[src/rtl/mci_irq_pkg.sv]
package mci_irq_pkg;
   localparam int unsigned SRC_COUNT   = 13;
   localparam int unsigned SRC_RX_SVC  = 5;
   localparam int unsigned SRC_TX_SVC  = 6;
   localparam int unsigned WDATA_WIDTH = 16;
endpackage

[src/rtl/mci_req_bank.sv]
module mci_req_bank #(
   parameter int unsigned N = 13
) (
   input  logic         clk,
   input  logic         rst_n,
   input  logic [N-1:0] set_i,
   input  logic [N-1:0] clr_i,
   output logic [N-1:0] req_d_o,
   output logic [N-1:0] req_q_o
);
   if (N < 1) begin : g_bad_n
      $error("mci_req_bank: N must be positive");
   end

   for (genvar b = 0; b < N; b++) begin : g_bit
      logic nxt;
      logic cur;
      always_comb nxt = set_i[b] | (cur & ~clr_i[b]);
      always_ff @(posedge clk) begin
         if (!rst_n) cur <= 1'b0;
         else        cur <= nxt;
      end
      assign req_d_o[b] = nxt;
      assign req_q_o[b] = cur;

      p_set_wins_r4: assert property (@(posedge clk) disable iff (!rst_n)
         set_i[b] |=> req_q_o[b]);
      p_clear_r3: assert property (@(posedge clk) disable iff (!rst_n)
         (clr_i[b] && !set_i[b]) |=> !req_q_o[b]);
      p_hold_r2: assert property (@(posedge clk) disable iff (!rst_n)
         (!clr_i[b] && !set_i[b]) |=> (req_q_o[b] == $past(req_q_o[b])));
   end
endmodule

[src/rtl/mci_mask_reg.sv]
module mci_mask_reg #(
   parameter int unsigned N  = 13,
   parameter int unsigned WD = 16
) (
   input  logic          clk,
   input  logic          rst_n,
   input  logic          we_i,
   input  logic [WD-1:0] wdata_i,
   output logic [N-1:0]  mask_d_o,
   output logic [N-1:0]  mask_q_o
);
   if (WD < N) begin : g_bad_wd
      $error("mci_mask_reg: write data narrower than mask");
   end

   logic [N-1:0] mask_q;
   always_comb mask_d_o = we_i ? wdata_i[N-1:0] : mask_q;
   always_ff @(posedge clk) begin
      if (!rst_n) mask_q <= '0;
      else        mask_q <= mask_d_o;
   end
   assign mask_q_o = mask_q;

   p_mask_trunc_r5: assert property (@(posedge clk) disable iff (!rst_n)
      we_i |=> (mask_q_o == $past(wdata_i[N-1:0])));
   p_mask_keep_r5: assert property (@(posedge clk) disable iff (!rst_n)
      !we_i |=> $stable(mask_q_o));
endmodule

[src/rtl/mci_steer.sv]
module mci_steer #(
   parameter int unsigned N     = 13,
   parameter int unsigned RX    = 5,
   parameter int unsigned TX    = 6
) (
   input  logic         clk,
   input  logic         rst_n,
   input  logic [N-1:0] req_d_i,
   input  logic [N-1:0] mask_d_i,
   input  logic         dma_en_i,
   output logic         irq_o,
   output logic         rx_dma_o,
   output logic         tx_dma_o
);
   if (RX >= N || TX >= N || RX == TX) begin : g_bad_idx
      $error("mci_steer: FIFO service positions out of range");
   end

   logic [N-1:0] svc_vec;
   for (genvar b = 0; b < N; b++) begin : g_svc
      if (b == RX || b == TX) begin : g_on
         assign svc_vec[b] = 1'b1;
      end else begin : g_off
         assign svc_vec[b] = 1'b0;
      end
   end

   logic [N-1:0] eff_mask;
   logic         irq_d, rx_d, tx_d;
   always_comb begin
      eff_mask = mask_d_i | (dma_en_i ? svc_vec : '0);
      irq_d    = |(req_d_i & ~eff_mask);
      rx_d     = dma_en_i & req_d_i[RX];
      tx_d     = dma_en_i & req_d_i[TX];
   end

   always_ff @(posedge clk) begin
      if (!rst_n) begin
         irq_o    <= 1'b0;
         rx_dma_o <= 1'b0;
         tx_dma_o <= 1'b0;
      end else begin
         irq_o    <= irq_d;
         rx_dma_o <= rx_d;
         tx_dma_o <= tx_d;
      end
   end

   p_dma_off_r9: assert property (@(posedge clk) disable iff (!rst_n)
      !dma_en_i |=> (!rx_dma_o && !tx_dma_o));
endmodule

[src/rtl/mci_irq_steer.sv]
module mci_irq_steer
   import mci_irq_pkg::*;
#(
   parameter int unsigned N  = SRC_COUNT,
   parameter int unsigned RX = SRC_RX_SVC,
   parameter int unsigned TX = SRC_TX_SVC,
   parameter int unsigned WD = WDATA_WIDTH
) (
   input  logic          clk,
   input  logic          rst_n,
   input  logic [N-1:0]  set_i,
   input  logic [N-1:0]  clr_i,
   input  logic          mask_we_i,
   input  logic [WD-1:0] mask_wdata_i,
   input  logic          dma_en_i,
   output logic [N-1:0]  req_o,
   output logic [N-1:0]  mask_o,
   output logic          cpu_irq_o,
   output logic          rx_dma_o,
   output logic          tx_dma_o
);
   localparam logic [N-1:0] SVC_BITS = (N'(1) << RX) | (N'(1) << TX);

   logic [N-1:0] req_d, mask_d;

   mci_req_bank #(.N(N)) u_bank (
      .clk(clk), .rst_n(rst_n), .set_i(set_i), .clr_i(clr_i),
      .req_d_o(req_d), .req_q_o(req_o)
   );

   mci_mask_reg #(.N(N), .WD(WD)) u_mask (
      .clk(clk), .rst_n(rst_n), .we_i(mask_we_i), .wdata_i(mask_wdata_i),
      .mask_d_o(mask_d), .mask_q_o(mask_o)
   );

   mci_steer #(.N(N), .RX(RX), .TX(TX)) u_steer (
      .clk(clk), .rst_n(rst_n), .req_d_i(req_d), .mask_d_i(mask_d),
      .dma_en_i(dma_en_i), .irq_o(cpu_irq_o), .rx_dma_o(rx_dma_o),
      .tx_dma_o(tx_dma_o)
   );

   p_irq_plain_r6: assert property (@(posedge clk) disable iff (!rst_n)
      !dma_en_i |=> (cpu_irq_o == |(req_o & ~mask_o)));
   p_irq_dma_r7: assert property (@(posedge clk) disable iff (!rst_n)
      dma_en_i |=> (cpu_irq_o == |(req_o & ~mask_o & ~SVC_BITS)));
   p_rx_follow_r8: assert property (@(posedge clk) disable iff (!rst_n)
      dma_en_i |=> (rx_dma_o == req_o[RX] && tx_dma_o == req_o[TX]));
endmodule

[config.mk]
export PLATFORM = sky130hd
export DESIGN_NAME = mci_irq_steer
export DESIGN_NICKNAME = d
export VERILOG_FILES = /design/src/rtl/mci_irq_pkg.sv /design/src/rtl/mci_req_bank.sv /design/src/rtl/mci_mask_reg.sv /design/src/rtl/mci_steer.sv /design/src/rtl/mci_irq_steer.sv
export SDC_FILE = /design/constraint.sdc
export NUM_CORES = 1
export LEC_CHECK = 0
export ABC_AREA = 1
export ABC_CLOCK_PERIOD_IN_PS = 1200
export BUFFER_PORTS_ARGS = -buffer_cell sky130_fd_sc_hd__buf_2
export CAP_MARGIN = 25
export CORE_AREA = 4 4 62 64
export CTS_CLUSTER_DIAMETER = 150
export DETAILED_ROUTE_END_ITERATION = 8
export DIE_AREA = 0 0 66 68
export PLACE_DENSITY = 0.73
export SLEW_MARGIN = 20
export SYNTH_ARGS = -nofsm -noshare
export SYNTH_HDL_FRONTEND = slang
export SYNTH_SLANG_ARGS = --single-unit
[constraint.sdc]
create_clock -name clk -period 1.2 [get_ports clk]
set_input_delay 0.12 -clock clk [delete_from_list [all_inputs] [get_ports clk]]
set_output_delay 0.12 -clock clk [all_outputs]
set_load 0.02 [all_outputs]
==> summary.txt <==
STA
  – Final Hold Fails: 0
  – Worst clock skew: 0.00666 ns
  – Final period util: 87.7%
  – F_max: 0.951 GHz
  – Sum of negative setup slack: 0 ns
  – Final Hold Slack: 0.0212 ns
  – Final number of max-transition violations: 0
  – RSZ-0062 raised after global routing: no
  – Final setup violation count: 0
  – Crit path setup slack, layout: 0.148 ns
  – Worst Max-Slew Pin Slew: 0.256 ns
  – Minimum clock period: 1.05 ns
  – Worst slew margin relative to its limit: 82.9%

Clock network
  – Hold-fix buffer count after cts: 0
  – Bufs on Longest Clock Path: 2
  – Resize count post-CTS: 0
  – TritonCTS clock tree: built
  – Number of buffers created by CTS: 5
  – H-tree depth: 2
  – Number of setup buffers added after CTS: 0
  – Post-CTS clock slew at the launch and capture registers of the worst setup and hold paths: 0.09 ns
  – Root buffer selected by CTS: sky130_fd_sc_hd__clkbuf_4
  – Worst-Skew Late Latency: 0.32 ns
  – Clk sinks: 29

Synthesis
  – Proportion of synthesized chip area in sequential cells: 41.5%
  – Area of the mapped netlist: 0.00140 mm2
  – Number of flip-flops and latches in the synthesized netlist: 29
  – Post-synthesis cell count: 221
  – Syn avg cell area: 6.34 um2
  – Distinct cell type count of the synthesized netlist: 12
  – Post-Syn Nets: 267
  – Number of warning messages in the yosys log: 0

Final layout
  – Most common library cell in the layout ignoring fill and taps: sky130_fd_sc_hd__nand2_1
  – Sequential cell area: 581 um2
  – Count of antenna diodes in the layout: 0
  – Fraction of final layout cells sized beyond drive strength 1: 30.7%
  – Top library cells by usage in the layout, fill and taps aside: sky130_fd_sc_hd__nand2_1 (75), sky130_fd_sc_hd__buf_2 (71), sky130_fd_sc_hd__inv_1 (55)
  – Final net count: 329
  – Final-layout fill cell count: 371
  – Multi-input combinational cell area: 478 um2
  – Signed area change from the synthesized netlist to the final layout: 26.9%

Routing
  – Highest Signal Layer: met4
  – Detail Route met3 WL: 291 um
  – Routed wire per std cell: 9.16 um
  – Vias/cell: 4.07
  – Drt total wl: 3.01 mm
  – Remaining antenna violation count: 0
  – Via count of the routed design: 1,338
  – Number of iterations in the first detailed-routing pass: 4
  – Wire length on met2: 1.46 mm
  – Iteration-0 DRC Markers: 58
  – Met1 Wirelength: 1.20 mm
  – Residual DRC count: 0

Critical path
  – CP arrival: 1.28 ns
  – Critical Path Fanout Max: 2
  – Crit path top cell by count: sky130_fd_sc_hd__nor2_1
  – Cells along the critical path: inv_1, o21ai_0, nor2_1, nor2_1, nand2_1, nor2_1, nor2_1
  – Delay of the slowest cell on the worst path: 0.34 ns
  – Startpoint kind of the worst setup timing path: flop
  – Reg2Reg Setup Slack: 0.15 ns
  – RR Startpoint: u_mask.mask_q_o[7]$_SDFF_PN0_
  – Critical R2R Capture: u_steer.irq_o$_SDFF_PN0_
  – CP Class: flop to flop
  – Capturing element type of the critical path: flop
  – CP max-delay cell: sky130_fd_sc_hd__dfxtp_1
  – Data required time at the worst endpoint: 1.42 ns
  – Depth of the worst register-to-register path: 7

Power and ir drop
  – Total power consumption of the routed design: 0.00209 W
  – Peak supply drop: 0.000783 V
  – Lkg Pwr: 1.15 nW
  – Pwr per Cell Area: 1170 mW/mm2

Place
  – Port buffer count: 71
  – Last weighted congestion value of the routability-driven placer: 0.665
  – Setup slack after placement: 0.0953 ns
  – Total half-perimeter wirelength after legalization and detailed placement: 2.37 mm

Global routing
  – Number of antenna violations at the first check in global routing: 0
  – Global-route usage over all layers: 14.6%
  – Wire length of the first global-routing pass: 4.90 mm
  – Number of global-route vias before repair: 1,211
  – Maximum number of pins on one net before global-route repair: 30
  – Remaining global-route overflow: 0

Floorplan
  – Die Y-Extent: 68 um
  – Chip width: 66 um
  – Placeable Area: 0.00328 mm2
  – Area enclosed by the die boundary: 0.00449 mm2
  – Standard-cell row count: 21
  – Boundary pin count: 75
  – Initial standard-cell utilization of the core: 42.6%

Status
  – Status: finished, final reports clean

Run
  – Max-cap check violation count: 0

Hold path
  – Hold path startpoint: set_i[7]
  – Worst-case hold path end point: u_bank.g_bit[7].cur$_SDFF_PN0_
  – Min-Delay Path Class: input pin to flop
  – Hold path cells: 3
cells in the mapped netlist (all sizes together):
cell	count	area (um2)
nand2	82	325
inv	56	210
dfxtp	29	581
nor2	22	82.6
buf	15	120
a21oi	11	55.1
clkbuf	3	11.3
nor3	2	10.0
o21ai	1	5.00
cell families after synthesis:
| group | after synthesis | synth area share, % |
|---|---|---|
| flip-flops | 29 | 41.5 |
| buffers and inverters | 74 | 24.4 |
| AND/OR/NAND/NOR | 106 | 29.8 |
| AO/OA/AOI/OAI | 12 | 4.29 |
through the flow:
stage	instances	util [%]	cell area (um2)
after floorplan	221	-	1400
after global placement	322	52.4	1720
after detailed placement	322	52.4	1720
after CTS	329	54.1	1780
after global routing	329	54.1	1780
final	329	54.1	1780
metal layers:
metal  up-vias  track usage (%)
met4         0             7.61
met5         -                0
li1        732                -
met3         7             4.93
met1       553             16.1
met2        46             24.9
power by group:
part           internal [W]  leakage (nW)  switching [W]
registers           0.00103         0.242      0.0000280
clock network      0.000276        0.0314       0.000313
logic              0.000178         0.874       0.000267
total               0.00148          1.15       0.000608
layout make-up:
cell class | count | share of cell area [%]
Tap cell | 46 | 3.24
Clock buffer | 7 | 3.10
Multi-Input combinational cell | 118 | 26.9
Sequential cell | 29 | 32.7
Inverter | 56 | 11.8
Timing Repair Buffer | 73 | 22.3
worst max-delay path by stage:
| stage | end | slack (ns) | depth (start not counted) | start |
|---|---|---|---|---|
| after global routing | u_steer.irq_o$_SDFF_PN0_ | 0.01 | 7 | u_mask.mask_q_o[7]$_SDFF_PN0_ |
| after CTS | u_steer.irq_o$_SDFF_PN0_ | 0.15 | 7 | u_mask.mask_q_o[7]$_SDFF_PN0_ |
| after global placement | u_steer.irq_o$_SDFF_PN0_ | 0.13 | 10 | mask_we_i |
| final | u_steer.irq_o$_SDFF_PN0_ | 0.15 | 7 | u_mask.mask_q_o[7]$_SDFF_PN0_ |
| after detailed placement | u_steer.irq_o$_SDFF_PN0_ | 0.1 | 8 | mask_we_i |
| after floorplan | u_steer.irq_o$_SDFF_PN0_ | 0.09 | 7 | u_mask.mask_q_o[7]$_SDFF_PN0_ |
registers in the layout (all words and copies together) (netlist names):
register and cells:
u_steer.tx_dma_o 1, u_steer.rx_dma_o 1, u_bank.g_bit.cur 13, u_steer.irq_o 1
u_mask.mask_q_o 13
critical path: cells and delay by family (launching register included):
| kind | cells | cell delay [ns] |
|---|---|---|
| AOI/OAI and AO/OA | 1 | 0.20 |
| buffers and inverters | 1 | 0.04 |
| DFF | 1 | 0.34 |
| and+or+nand+nor | 5 | 0.37 |
Power figures use the tool's default switching activity.
